**src/rtl/serial_sum_pkg.sv**
```systemverilog
package serial_sum_pkg;

   // bit 1 = carry, bit 0 = sum bit of the last position added
   typedef enum logic [1:0] {
      ST_G0 = 2'b00,
      ST_G1 = 2'b01,
      ST_H0 = 2'b10,
      ST_H1 = 2'b11
   } carry_st_t;

   function automatic carry_st_t step_state(input carry_st_t cur,
                                            input logic a, input logic b);
      logic cy;
      logic s;
      logic co;
      cy = cur[1];
      s  = a ^ b ^ cy;
      co = (a & b) | (a & cy) | (b & cy);
      return carry_st_t'({co, s});
   endfunction

endpackage

```
**src/rtl/ssa_shift_reg.sv**
```systemverilog
module ssa_shift_reg #(
   parameter int W = 8
) (
   input  logic         clk,
   input  logic         load,
   input  logic         en,
   input  logic         ser_in,
   input  logic [W-1:0] par_in,
   output logic [W-1:0] q
);

   if (W < 1) begin : g_bad_width
      $error("ssa_shift_reg: W must be at least 1");
   end

   logic [W-1:0] shifted;

   if (W == 1) begin : g_single
      assign shifted = ser_in;
   end else begin : g_multi
      assign shifted = {ser_in, q[W-1:1]};
   end

   always_ff @(posedge clk) begin
      if (load)
         q <= par_in;
      else if (en)
         q <= shifted;
   end


   shift_top_chk: assert property (@(posedge clk) disable iff (load)
      (en && !load) |=> (q[W-1] == $past(ser_in)));

endmodule

```
**src/rtl/ssa_down_counter.sv**
```systemverilog
module ssa_down_counter #(
   parameter int START = 8,
   localparam int CW   = (START < 1) ? 1 : $clog2(START + 1)
) (
   input  logic          clk,
   input  logic          rst,
   output logic          zero,
   output logic [CW-1:0] value
);

   if (START < 1) begin : g_bad_start
      $error("ssa_down_counter: START must be at least 1");
   end

   localparam logic [CW-1:0] PRESET = CW'(START);

   always_ff @(posedge clk) begin
      if (rst)
         value <= PRESET;
      else if (value != '0)
         value <= value - 1'b1;
   end

   assign zero = (value == '0);


   cnt_floor_chk: assert property (@(posedge clk) disable iff (rst)
      zero |=> zero);


   cnt_step_chk: assert property (@(posedge clk) disable iff (rst)
      (!$past(rst) && !$past(zero)) |-> (value == $past(value) - 1'b1));

endmodule

```
**src/rtl/ssa_carry_fsm.sv**
```systemverilog
module ssa_carry_fsm
   import serial_sum_pkg::*;
#(
   parameter bit ONE_HOT = 1'b0
) (
   input  logic clk,
   input  logic rst,
   input  logic adv,
   input  logic a_bit,
   input  logic b_bit,
   output logic sum_bit
);

   carry_st_t cur_st;
   carry_st_t nxt_st;

   assign nxt_st = step_state(cur_st, a_bit, b_bit);

   if (ONE_HOT) begin : g_onehot
      logic [3:0] oh;
      always_ff @(posedge clk) begin
         if (rst)
            oh <= 4'b0001;
         else if (adv)
            oh <= 4'b0001 << nxt_st;
      end
      always_comb begin
         if (oh[3])      cur_st = ST_H1;
         else if (oh[2]) cur_st = ST_H0;
         else if (oh[1]) cur_st = ST_G1;
         else            cur_st = ST_G0;
      end

      onehot_code_chk: assert property (@(posedge clk) disable iff (rst)
         !$past(rst) |-> ($countones(oh) == 1));
   end else begin : g_binary
      always_ff @(posedge clk) begin
         if (rst)
            cur_st <= ST_G0;
         else if (adv)
            cur_st <= nxt_st;
      end
   end

   assign sum_bit = cur_st[0];


   sum_rule_chk: assert property (@(posedge clk) disable iff (rst)
      (!$past(rst) && $past(adv)) |->
         (cur_st[0] == ($past(a_bit) ^ $past(b_bit) ^ $past(cur_st[1]))));


   carry_rule_chk: assert property (@(posedge clk) disable iff (rst)
      (!$past(rst) && $past(adv)) |->
         (cur_st[1] == (($past(a_bit) & $past(b_bit)) |
                        ($past(a_bit) & $past(cur_st[1])) |
                        ($past(b_bit) & $past(cur_st[1])))));


   hold_chk: assert property (@(posedge clk) disable iff (rst)
      (!$past(rst) && !$past(adv)) |-> $stable(cur_st));

endmodule

```
**src/rtl/serial_sum_moore.sv**
```systemverilog
module serial_sum_moore #(
   parameter int WIDTH       = 8,
   parameter bit ONE_HOT_FSM = 1'b0
) (
   input  logic             clk,
   input  logic             rst,
   input  logic [WIDTH-1:0] op_a,
   input  logic [WIDTH-1:0] op_b,
   output logic [WIDTH-1:0] sum,
   output logic             done
);

   localparam int CW = $clog2(WIDTH + 1);

   if (WIDTH < 1) begin : g_bad_width
      $error("serial_sum_moore: WIDTH must be at least 1");
   end

   logic [WIDTH-1:0] a_q;
   logic [WIDTH-1:0] b_q;
   logic             cnt_zero;
   logic [CW-1:0]    cnt_val;
   logic             run;
   logic             sum_bit;
   logic             sum_en;

   assign run    = !cnt_zero;
   assign sum_en = !done;

   ssa_shift_reg #(.W(WIDTH)) u_opa (
      .clk(clk), .load(rst), .en(run), .ser_in(1'b0),
      .par_in(op_a), .q(a_q)
   );

   ssa_shift_reg #(.W(WIDTH)) u_opb (
      .clk(clk), .load(rst), .en(run), .ser_in(1'b0),
      .par_in(op_b), .q(b_q)
   );

   ssa_down_counter #(.START(WIDTH)) u_cnt (
      .clk(clk), .rst(rst), .zero(cnt_zero), .value(cnt_val)
   );

   ssa_carry_fsm #(.ONE_HOT(ONE_HOT_FSM)) u_fsm (
      .clk(clk), .rst(rst), .adv(run),
      .a_bit(a_q[0]), .b_bit(b_q[0]), .sum_bit(sum_bit)
   );

   ssa_shift_reg #(.W(WIDTH)) u_res (
      .clk(clk), .load(rst), .en(sum_en), .ser_in(sum_bit),
      .par_in('0), .q(sum)
   );

   always_ff @(posedge clk) begin
      if (rst)
         done <= 1'b0;
      else if (cnt_zero)
         done <= 1'b1;
   end


   reset_clear_chk: assert property (@(posedge clk)
      $past(rst) |-> (sum == '0 && !done));


   done_early_chk: assert property (@(posedge clk) disable iff (rst)
      (cnt_val != '0) |-> !done);


   done_hold_chk: assert property (@(posedge clk) disable iff (rst)
      done |=> done);


   sum_frozen_chk: assert property (@(posedge clk) disable iff (rst)
      done |=> $stable(sum));

endmodule

```
**config.mk**
```make
export PLATFORM = sky130hd
export DESIGN_NAME = serial_sum_moore
export DESIGN_NICKNAME = d
export VERILOG_FILES = /design/src/rtl/serial_sum_pkg.sv /design/src/rtl/ssa_shift_reg.sv /design/src/rtl/ssa_down_counter.sv /design/src/rtl/ssa_carry_fsm.sv /design/src/rtl/serial_sum_moore.sv
export SDC_FILE = /design/constraint.sdc
export NUM_CORES = 1
export LEC_CHECK = 0
export BUFFER_PORTS_ARGS = -buffer_cell sky130_fd_sc_hd__buf_2
export CORE_ASPECT_RATIO = 0.5
export CORE_UTILIZATION = 45
export CTS_BUF_LIST = sky130_fd_sc_hd__clkbuf_4 sky130_fd_sc_hd__clkbuf_8 sky130_fd_sc_hd__clkbuf_16
export DETAILED_ROUTE_END_ITERATION = 10
export MAX_ROUTING_LAYER = met4
export PLACE_DENSITY = 0.82
export SETUP_SLACK_MARGIN = 0.1
export SLEW_MARGIN = 15
export SYNTH_ARGS = -nofsm -noshare
export SYNTH_HDL_FRONTEND = slang
export SYNTH_SLANG_ARGS = --single-unit
export TNS_END_PERCENT = 10
```
**constraint.sdc**
```tcl
create_clock -name clk -period 1.6 [get_ports clk]
set_input_delay 0.08 -clock clk [delete_from_list [all_inputs] [get_ports clk]]
set_output_delay 0.08 -clock clk [all_outputs]
set_load 0.02 [all_outputs]
```
Word level (Yosys, flattened, before mapping):

Cells that the tools add are included.

* register bits: 31

* add/subtract/negate cells: 1
* equal/unequal tests: 1
* mux-type cells: 4
* bitwise gates (word level): 7
* reduce and logical (&&, ||, !) cells: 2

Operator list (count)
* $mux W8: 4
* $logic_not A4 Y1: 1
* $reduce_bool A4 Y1: 1
* $sub A4 B1 Y4 const B: 1
* $and A1 B1 Y1: 3
* $ne A2 B2 Y1 const B: 1
* $or A1 B1 Y1: 2
* $xor A1 B1 Y1: 2

Longest topological paths before layout:

Gate-level depths: netlist (run 1).

* depth after elaboration: 3
* depth in mapped cells: 5

Modules after synthesis:

Synthesis (run 1) repeated with hierarchy kept, for this count alone.

* cells, all modules: 87
* area, all modules: 1468.9 um^2

Modules (own cells, without submodules)
* ssa_shift_reg: instances 3, cells each 18, area an instance 377.9 um^2, sequential area each 240.2 um^2
* ssa_down_counter: instances 1, cells each 21, area an instance 206.4 um^2, sequential area each 80.1 um^2
* ssa_carry_fsm: instances 1, cells each 7, area an instance 87.6 um^2, sequential area each 40.0 um^2
* serial_sum_moore: instances 1, cells each 5, area an instance 41.3 um^2, sequential area each 20.0 um^2

Least setup slack after synthesis (run 1):

No wires, ideal clock.

* path type: flip-flop to flip-flop
* from: register u_cnt.value[0]
* to: register u_opa.q[0] (enable)
* arrival: 1.326 ns
* data required time: 1.278 ns
* slack: -0.048 ns
* cell stages (with the launch flop): 5
* buffers on the path: 0
* period minus slack after synthesis: 1.648 ns
* cells stage by stage: dfxtp_1 -> inv_1 -> ha_1 -> nor3b_4 -> or2b_1

* cells in the longest elaborated chain, start to end: 2

Ends and longest elaborated chain
* start, declared: line ssa_down_counter.sv:8 `output logic [CW-1:0] value`
* start signal, assigned: line ssa_down_counter.sv:21 `value <= value - 1'b1;`
* $logic_not A4 Y1: line ssa_down_counter.sv:24 `assign zero = (value == '0);`
* $ne A2 B2 Y1 (no source line)
* end signal, assigned: line ssa_shift_reg.sv:26 `q <= par_in;`
* end signal, assigned: line ssa_shift_reg.sv:28 `q <= shifted;`
* end, declared: line ssa_shift_reg.sv:9 `output logic [W-1:0] q`

Every way passes these cells.
A chain may end at the register's enable or synchronous reset.

Worst setup path in the final report (run 1):

* from: register u_cnt.value[1]
* to: register u_opb.q[5] (enable)

* cells in the longest elaborated chain, start to end: 2

Ends and longest elaborated chain (line)
* $logic_not A4 Y1: ssa_down_counter.sv:24
* $ne A2 B2 Y1 (no source line)
* end signal, assigned: ssa_shift_reg.sv:26
* end signal, assigned: ssa_shift_reg.sv:28
* end, declared: ssa_shift_reg.sv:9

Every way passes these cells.

==> results of run 1 <==
[cells in the mapped netlist]
library cell  count  area, um2
a211o_1           1       8.76
a211oi_1          1       7.51
a21oi_1           1       5.00
and2_1            2       12.5
buf_2             4       20.0
dfxtp_1          15        300
edfxtp_1         16        480
fa_1              1       20.0
ha_1              2       25.0
inv_1             2       7.51
mux2_2           14        158
mux2i_1          10        100
nand2b_1          1       6.26
nand3b_1          1       7.51
nor2_1           13       48.8
nor2b_1           1       6.26
nor3_1            1       5.00
nor3b_4           1       18.8
or2b_1            2       15.0
or3_1             1       6.26
xnor2_1           1       8.76
[layer usage]
metal | GRT usage [%] | part of all wire (%) | vias to the layer above
met2 | 23.9 | 51 | 17
li1 | - | - | 381
met1 | 14.7 | 44 | 356
met3 | 6.51 | 4.2 | 2
met4 | 7.55 | 0.62 | 0
met5 | - | 0 | -
[cell families after synthesis]
| kind of cell | after synthesis | share of synthesized area (%) |
|---|---|---|
| fa+ha+maj | 3 | 3.55 |
| buf+inv | 6 | 2.17 |
| compound gates | 3 | 1.68 |
| flops | 31 | 61.6 |
| xor+xnor | 1 | 0.691 |
| simple gates | 23 | 9.97 |
| mux | 24 | 20.3 |
[sequential cells by signal, summed over array words and instances (netlist names)]
signal and cells:
done 1, u_cnt.value 4, u_fsm.cur_st 2, u_opa.q 8
u_opb.q 8, u_res.q 8
[layout make-up]
type | count | area, um2 | area share, %
clock inverters | 2 | 7.51 | 0.493
well taps | 37 | 46.3 | 3.04
inverters | 2 | 7.51 | 0.493
repair buffers | 27 | 138 | 9.05
multi-input cells | 54 | 465 | 30.6
flip-flops and latches | 31 | 781 | 51.3
clock buffers | 6 | 76.3 | 5.02
[through the flow]
stage | setup WS, ns | instance area (um2) | std cells
4_1_cts | 0.178 | 1520 | 159
2_1_floorplan | 0.104 | 1270 | 91
3_3_place_gp | 0.217 | 1440 | 151
3_5_place_dp | 0.193 | 1440 | 151
5_1_grt | 0.138 | 1520 | 159
6_report | 0.191 | 1520 | 159
[cell usage in the layout, fill, tap and decap left out, types with 2 or more instances in the layout]
cell type / count
buf_2: 26
dfxtp_1: 15
clkinv_1: 2
nor2_1: 13
mux2_2: 14
edfxtp_1: 16
mux2i_1: 10
clkbuf_8: 5
and2_1: 2
inv_2: 2
[worst max path at each step]
stage,from,end,slack (ns),cells past startpoint
floorplan,u_cnt.value[0]$_SDFFE_PP0P_,u_opa.q[0]$_DFFE_PP_,0.10,4
global placement,u_cnt.value[0]$_SDFFE_PP0P_,u_opa.q[4]$_DFFE_PP_,0.22,4
detailed placement,u_cnt.value[1]$_SDFFE_PP0P_,u_opa.q[4]$_DFFE_PP_,0.19,4
CTS,u_cnt.value[1]$_SDFFE_PP0P_,u_opb.q[4]$_DFFE_PP_,0.18,4
global route,u_cnt.value[1]$_SDFFE_PP0P_,u_opb.q[4]$_DFFE_PP_,0.14,4
finish,u_cnt.value[1]$_SDFFE_PP0P_,u_opb.q[5]$_DFFE_PP_,0.19,4
[critical path, cell delays in order, from the launching register on]
cell and delay (ns):
dfxtp_1 0.32, inv_2 0.07, ha_2 0.19, nor3b_4 0.19, or2b_4 0.38
[power groups by stage]
stage	combinational [mW]	sequential, mW	clock (mW)
2_1_floorplan	0.417	1.19	0
3_3_place_gp	0.517	1.20	0
3_5_place_dp	0.550	1.22	0
4_1_cts	0.554	1.20	0.594
5_1_grt	0.606	1.22	0.623
6_report	0.545	1.20	0.579
==> flow_metrics.tcl, run 1 <==
set metrics [dict create \
    status "finished, final reports clean" \
    setup_viol_count_final 0 \
    p_comb_share_pct 23.4 \
    synth_cells 91 \
    synth_area_um2 1270 \
    slew_violations 0 \
    avgViaCountPerCell 4.75 \
    worstSetupEndpointType "flop" \
    netSwitchingFraction_pct 28.2 \
    p_clk_share_pct 24.9 \
    start_util_pct 48.1 \
    drive_gt1_share_pct 42.6 \
    core_um2 2640 \
    clockBufferDepth 2 \
    internal-power_mw 1.67 \
    post_cts_buffers 0 \
    synth_cell_types 21 \
    drt-initial-drc-count 17 \
    die_x_um 77.1 \
    syn-num-nets 112 \
    clk_latency_ns 0.28 \
    whs_ns 0.0810 \
    grt-ovfl-total 0 \
    io_pins 27 \
    cts_tree "yes" \
    ys_seq_area_share_pct 61.6 \
    vias 756 \
    powerDensity_nw_per_um2 1530 \
    peakVddDrop_v 0.000663 \
    cts_root_buf "clkbuf_8" \
    ctsHoldBuffers 0 \
    wl_mm 1.95 \
    grt_max_degree 33 \
    drv_cap 0 \
    postRouteAntennaNets 0 \
    cp_max_fo 16 \
    antenna_found_initial 0 \
    worst_pin_slew_ns 0.602 \
    cellLeakagePower_nw 0.622 \
    p_seq_share_pct 51.6 \
    dr.pass1.iters 3 \
    clock_skew_ns 0.00782 \
    clkSinkCount 31 \
    crit_required_ns 1.61 \
    critPathLaunchType "flop" \
    fin_nets 142 \
    fillers 224 \
    reg2reg_depth 4 \
    numCtsBuffers 5 \
    htreeDepth 2 \
    cts_resized 0 \
    grt_pass1_vias 678 \
    ys_warn_count 0 \
    port_buffers 26 \
    final-hold-violation-count 0 \
    grt_use_total_pct 14.2 \
    max_slew_margin_pct 59.9 \
    clkSlewWorstSetupHoldPaths_ns 0.06 \
    worstSetupPathType "reg -> reg" \
    rows 13 \
    dieArea_um2 3050 \
    finalSetupTns_ns 0 \
    min_period_over_period_pct 88.1 \
    die_h_um 39.5 \
    rsz0062_at_grt "false" \
    timing.rr.end "u_opb.q[5]$_DFFE_PP_" \
    dp_hpwl_mm 1.32 \
    drcViolationCount 0 \
    reg2reg_from "u_cnt.value[1]$_SDFFE_PP0P_" \
    power_switching_uw 655 \
    period_needed_ns 1.41 \
    grt_pass1_wl_mm 2.96 \
    holdPathEnd "u_opa.q[7]$_SDFFCE_PN0P_" \
    ys_seq_elements 31 \
    holdPathStages 2 \
    total_power_mw 2.33 \
    r2r_setup_slack_ns 0.19 \
    cp_data_arrival_time_ns 1.42 \
    wl_per_cell_um 12.3 \
    avgSynthCellArea_um2 13.9 \
    clock.fmax_mhz 710 \
    antennaDiodeCount 0 \
    place_congestion 0.694 \
    fin_util_pct 57.7 \
    area_growth_pct 20.0 \
    hold_path.class "in -> reg" \
    hold_start "op_a[7]" \
]
Power figures use the tool's default switching activity.
==> run 2: changes to the inputs <==
Settings changed: PLACE_DENSITY 0.82 to 0.8.
Clock period 1.6 ns to 1.4 ns, I/O delays scaled along.
==> flow_metrics.tcl, run 2 (synthesis results as in run 1) <==
set metrics [dict create \
    grt_max_degree 27 \
    drt-initial-drc-count 31 \
    wl_mm 2.10 \
    layout_common_cells "26 x buf_2, 16 x edfxtp_1, 14 x mux2_2, 13 x nor2_1, 13 x dfxtp_1" \
    cp_cell_sequence "inv_2, ha_4, nor3b_4, or2b_4" \
    r2r_setup_slack_ns 0.07 \
    antennaDiodeCount 0 \
    wl_per_cell_um 12.8 \
    path_delay_family "simple AND/OR/NAND/NOR gates" \
    vias 798 \
    avgViaCountPerCell 4.84 \
    grt-ovfl-total 0 \
    reg2reg_depth 4 \
    drv_cap 0 \
    htreeDepth 2 \
    clock.fmax_mhz 752 \
    hold_path.class "in -> reg" \
    critPathLaunchType "flop" \
    grt_pass1_wl_mm 3.25 \
    peakVddDrop_v 0.000756 \
    timing.rr.end "u_opb.q[6]$_DFFE_PP_" \
    cp_data_arrival_time_ns 1.35 \
    max_slew_margin_pct 66.3 \
    grt_use_total_pct 15.4 \
    drcViolationCount 0 \
    place_congestion 0.754 \
    drive_gt1_share_pct 46.9 \
    holdPathEnd "u_opa.q[7]$_SDFFCE_PN0P_" \
    worst_pin_slew_ns 0.504 \
    worstSetupPathType "reg -> reg" \
    post-place-cells 152 \
    hold_start "op_a[7]" \
    cp_max_fo 8 \
    dp_hpwl_mm 1.38 \
    reg2reg_from "u_cnt.value[1]$_SDFFE_PP0P_" \
    setup_viol_count_final 0 \
    cts_root_buf "clkbuf_8" \
    area_growth_pct 24.9 \
    dieArea_um2 3050 \
    reg_top3 "u_opa.q: 8 flops, u_opb.q: 8 flops, u_res.q: 8 flops" \
    die_h_um 39.5 \
    cellLeakagePower_nw 0.651 \
    period_needed_ns 1.33 \
    final-hold-violation-count 0 \
    clk_latency_ns 0.27 \
    final_common_cell "buf_2" \
    grt_pass1_vias 712 \
    dp_slack_ns 0.0320 \
    fin_cells 165 \
    port_buffers 26 \
    holdPathStages 2 \
    io_pins 27 \
    cts_tree "yes" \
    clkSinkCount 31 \
    postRouteAntennaNets 0 \
    worst-path-buf-inv 1 \
    status "finished, final reports clean" \
    numCtsBuffers 5 \
    clkSlewWorstSetupHoldPaths_ns 0.06 \
    die_x_um 77.1 \
    clock_skew_ns 0.00290 \
    antenna_found_initial 0 \
    crit_required_ns 1.42 \
    critPathMaxStageDelay_ns 0.35 \
    worstSetupEndpointType "flop" \
    ctsHoldBuffers 0 \
    min_period_over_period_pct 95.0 \
    start_util_pct 48.1 \
    fin_nets 148 \
    clockBufferDepth 2 \
    slew_violations 0 \
    rows 13 \
    dr.pass1.iters 4 \
    cpMaxStageDelayCell "or2b_4" \
    powerDensity_nw_per_um2 1750 \
    core_um2 2640 \
    rsz0062_at_grt "true" \
    layout_setup_ws_ns 0.0702 \
]
## run 2: where the power goes
group	total (mW)	internal (mW)	leakage, nW	switching [mW]
logic	0.736	0.413	0.312	0.322
registers	1.38	1.22	0.295	0.154
clock network	0.652	0.357	0.0437	0.295
## run 2: layout make-up
cell class | instances | area [um2]
clock buffers | 6 | 76.3
repair buffers | 32 | 175
multi-input cells | 55 | 487
clock inverters | 2 | 7.51
inverters | 2 | 7.51
flip-flops and latches | 31 | 783
fillers | 220 | 1050
well taps | 37 | 46.3
## run 2: routing by layer
layer  vias to the layer above  global-route usage (%)  routed length [um]
li1                        397                       -                   -
met1                       383                    17.2                 947
met2                        16                    25.4                1060
met3                         2                    5.81                  79
met4                         0                    7.55                  19
met5                         -                       -                   0
## run 2: per-stage QoR
step / TNS, ns / instance area [um2] / total power [mW] / utilization [%] / hold slack [ns]
floorplan: -0.967 / 1280 / 1.86 / - / 0.274
global placement: 0 / 1460 / 2.00 / 55.2 / 0.362
detailed placement: 0 / 1460 / 2.04 / 55.2 / 0.358
CTS: 0 / 1580 / 2.77 / 59.8 / 0.0729
global route: 0 / 1580 / 2.94 / 60.1 / 0.0791
finish: 0 / 1580 / 2.77 / 60.1 / 0.0773
## run 2: worst max path at each step
stage	start	end	slack (ns)	cells past startpoint
2_1_floorplan	u_cnt.value[1]$_SDFFE_PP0P_	u_opa.q[0]$_DFFE_PP_	-0.06	4
3_3_place_gp	u_cnt.value[1]$_SDFFE_PP0P_	u_opb.q[6]$_DFFE_PP_	0.07	4
3_5_place_dp	u_cnt.value[1]$_SDFFE_PP0P_	u_opa.q[3]$_DFFE_PP_	0.03	4
4_1_cts	u_cnt.value[0]$_SDFFE_PP0P_	u_opb.q[7]$_SDFFCE_PN0P_	0.06	4
5_1_grt	u_cnt.value[1]$_SDFFE_PP0P_	u_opb.q[5]$_DFFE_PP_	0.02	4
6_report	u_cnt.value[1]$_SDFFE_PP0P_	u_opb.q[6]$_DFFE_PP_	0.07	4
## run 2: worst register-to-register path: cells and delay by family (launching register included)
kind	cells	cell delay [ns]
AND/OR/NAND/NOR	2	0.56
flip-flops	1	0.32
adder cells (fa/ha/maj)	1	0.13
buffers and inverters	1	0.07
## run 2: repair_timing
action / in CTS / in global routing
gates resized for setup: 3 / 0
endpoints found under the setup margin: 16 / 19
pin swaps: 1 / 1
setup buffers: 3 / 1
gates cloned: 1 / 0
==> run 3: changes to the inputs <==
Settings changed: CORE_ASPECT_RATIO 0.5 to unset, CORE_UTILIZATION 45 to 52, PLACE_DENSITY 0.8 to 0.89.
==> flow_metrics.tcl, run 3 (synthesis results as in run 1) <==
set metrics [dict create \
    status "finished, final reports clean" \
    rsz0062_at_grt "true" \
    die_x_um 51.4 \
    grt_use_total_pct 18.5 \
    cp_data_arrival_time_ns 1.44 \
    drv_cap 0 \
    wl_per_cell_um 12.5 \
    worstSetupEndpointType "flop" \
    cpMaxStageDelayCell "or2b_4" \
    avgViaCountPerCell 5.20 \
    critPathMaxStageDelay_ns 0.35 \
    fin_nets 149 \
    io_pins 27 \
    total_power_mw 2.66 \
    drive_gt1_share_pct 49.6 \
    antennaDiodeCount 0 \
    grt_pass1_vias 753 \
    max_slew_margin_pct 73.7 \
    clock.fmax_mhz 732 \
    period_needed_ns 1.37 \
    worst-path-buf-inv 1 \
    setup_viol_count_final 0 \
    fin_area_um2 1570 \
    htreeDepth 2 \
    start_util_pct 56.2 \
    min_period_over_period_pct 97.6 \
    critPathLaunchType "flop" \
    clkSlewWorstSetupHoldPaths_ns 0.08 \
    worst_pin_slew_ns 0.395 \
    wl_mm 1.96 \
    grt_max_degree 22 \
    powerDensity_nw_per_um2 1700 \
    met1_length_um 857 \
    drcViolationCount 0 \
    dieArea_um2 2640 \
    slew_violations 0 \
    drt-initial-drc-count 3 \
    antenna_found_initial 0 \
    cp_max_fo 8 \
    dr_wl_met2_um 945 \
    top_layer_used "met4" \
    reg_top3 "u_opa.q: 8 flops, u_opb.q: 8 flops, u_res.q: 8 flops" \
    hold_path.class "in -> reg" \
    dpl_cell_area_um2 1440 \
    vias 817 \
    area_growth_pct 23.5 \
    layout_common_cells "26 x buf_2, 16 x edfxtp_1, 14 x mux2_2, 13 x nor2_1, 12 x dfxtp_1" \
    place_congestion 0.657 \
    core_um2 2250 \
    clockBufferDepth 2 \
    crit_required_ns 1.47 \
    dr.pass1.iters 4 \
    clkSinkCount 31 \
    cp_cell_sequence "inv_2, ha_4, nor3b_4, or2b_4" \
    final_common_cell "buf_2" \
    rows 17 \
    path_delay_family "simple AND/OR/NAND/NOR gates" \
    routed-wl-met3_um 118 \
    final-hold-violation-count 0 \
    grt-ovfl-total 0 \
    port_buffers 26 \
    cellLeakagePower_nw 0.650 \
    postRouteAntennaNets 0 \
    peakVddDrop_v 0.00124 \
    numCtsBuffers 5 \
    clock_skew_ns 0.0110 \
    grt_pass1_wl_mm 3.22 \
    whs_ns 0.0299 \
    clk_latency_ns 0.33 \
    worstSetupPathType "reg -> reg" \
    die_h_um 51.4 \
    cts_root_buf "clkbuf_4" \
    dp_hpwl_mm 1.27 \
    finalSetupTns_ns 0 \
    cts_tree "yes" \
]
[run 3: cell type report]
type | count | area, um2
clock buffer | 7 | 58.8
clock inverter | 1 | 5.00
fill | 186 | 689
inverter | 2 | 7.51
multi-input combinational | 55 | 489
sequential | 31 | 785
tap | 28 | 35.0
timing repair buffer | 33 | 185
[run 3: metrics by stage]
step	setup WS (ns)	utilization (%)	instances
2_1_floorplan	-0.0604	-	91
3_3_place_gp	0.0695	64.0	143
3_5_place_dp	0.0207	64.0	143
4_1_cts	0.0254	68.5	155
5_1_grt	-0.0140	69.4	157
6_report	0.0334	69.4	157
[run 3: per-layer routing]
| layer | global-route usage [%] | vias to the layer above |
|---|---|---|
| met3 | 7.14 | 4 |
| met2 | 29.2 | 30 |
| met4 | 10.8 | 0 |
| met5 | - | - |
| met1 | 19.7 | 386 |
| li1 | - | 397 |
[run 3: worst paths after layout]
path                                                  start                  endpoint  slack, ns  depth (start not counted)
worst max-delay path            u_cnt.value[1]$_SDFFE_PP0P_  u_opb.q[7]$_SDFFCE_PN0P_       0.03                          4
worst max register to register  u_cnt.value[1]$_SDFFE_PP0P_  u_opb.q[7]$_SDFFCE_PN0P_       0.03                          4
worst min-delay path                                op_b[7]  u_opb.q[7]$_SDFFCE_PN0P_       0.03                          2
worst min register to register      u_res.q[0]$_SDFFE_PP0N_   u_res.q[0]$_SDFFE_PP0N_       0.50                          2
[run 3: where the power goes]
part | internal (mW) | switching (mW) | leakage [nW] | total (mW)
Clock | 0.262 | 0.279 | 0.0387 | 0.542
Sequential | 1.22 | 0.152 | 0.295 | 1.38
Combinational | 0.420 | 0.320 | 0.315 | 0.740
[run 3: timing repair]
action,CTS,global route
endpoints found under the hold margin,0,1
setup endpoints to repair,17,21
cloned,1,0
hold buffers,0,1
gates resized for setup,3,2
pin swaps,1,1
setup buffers,3,1
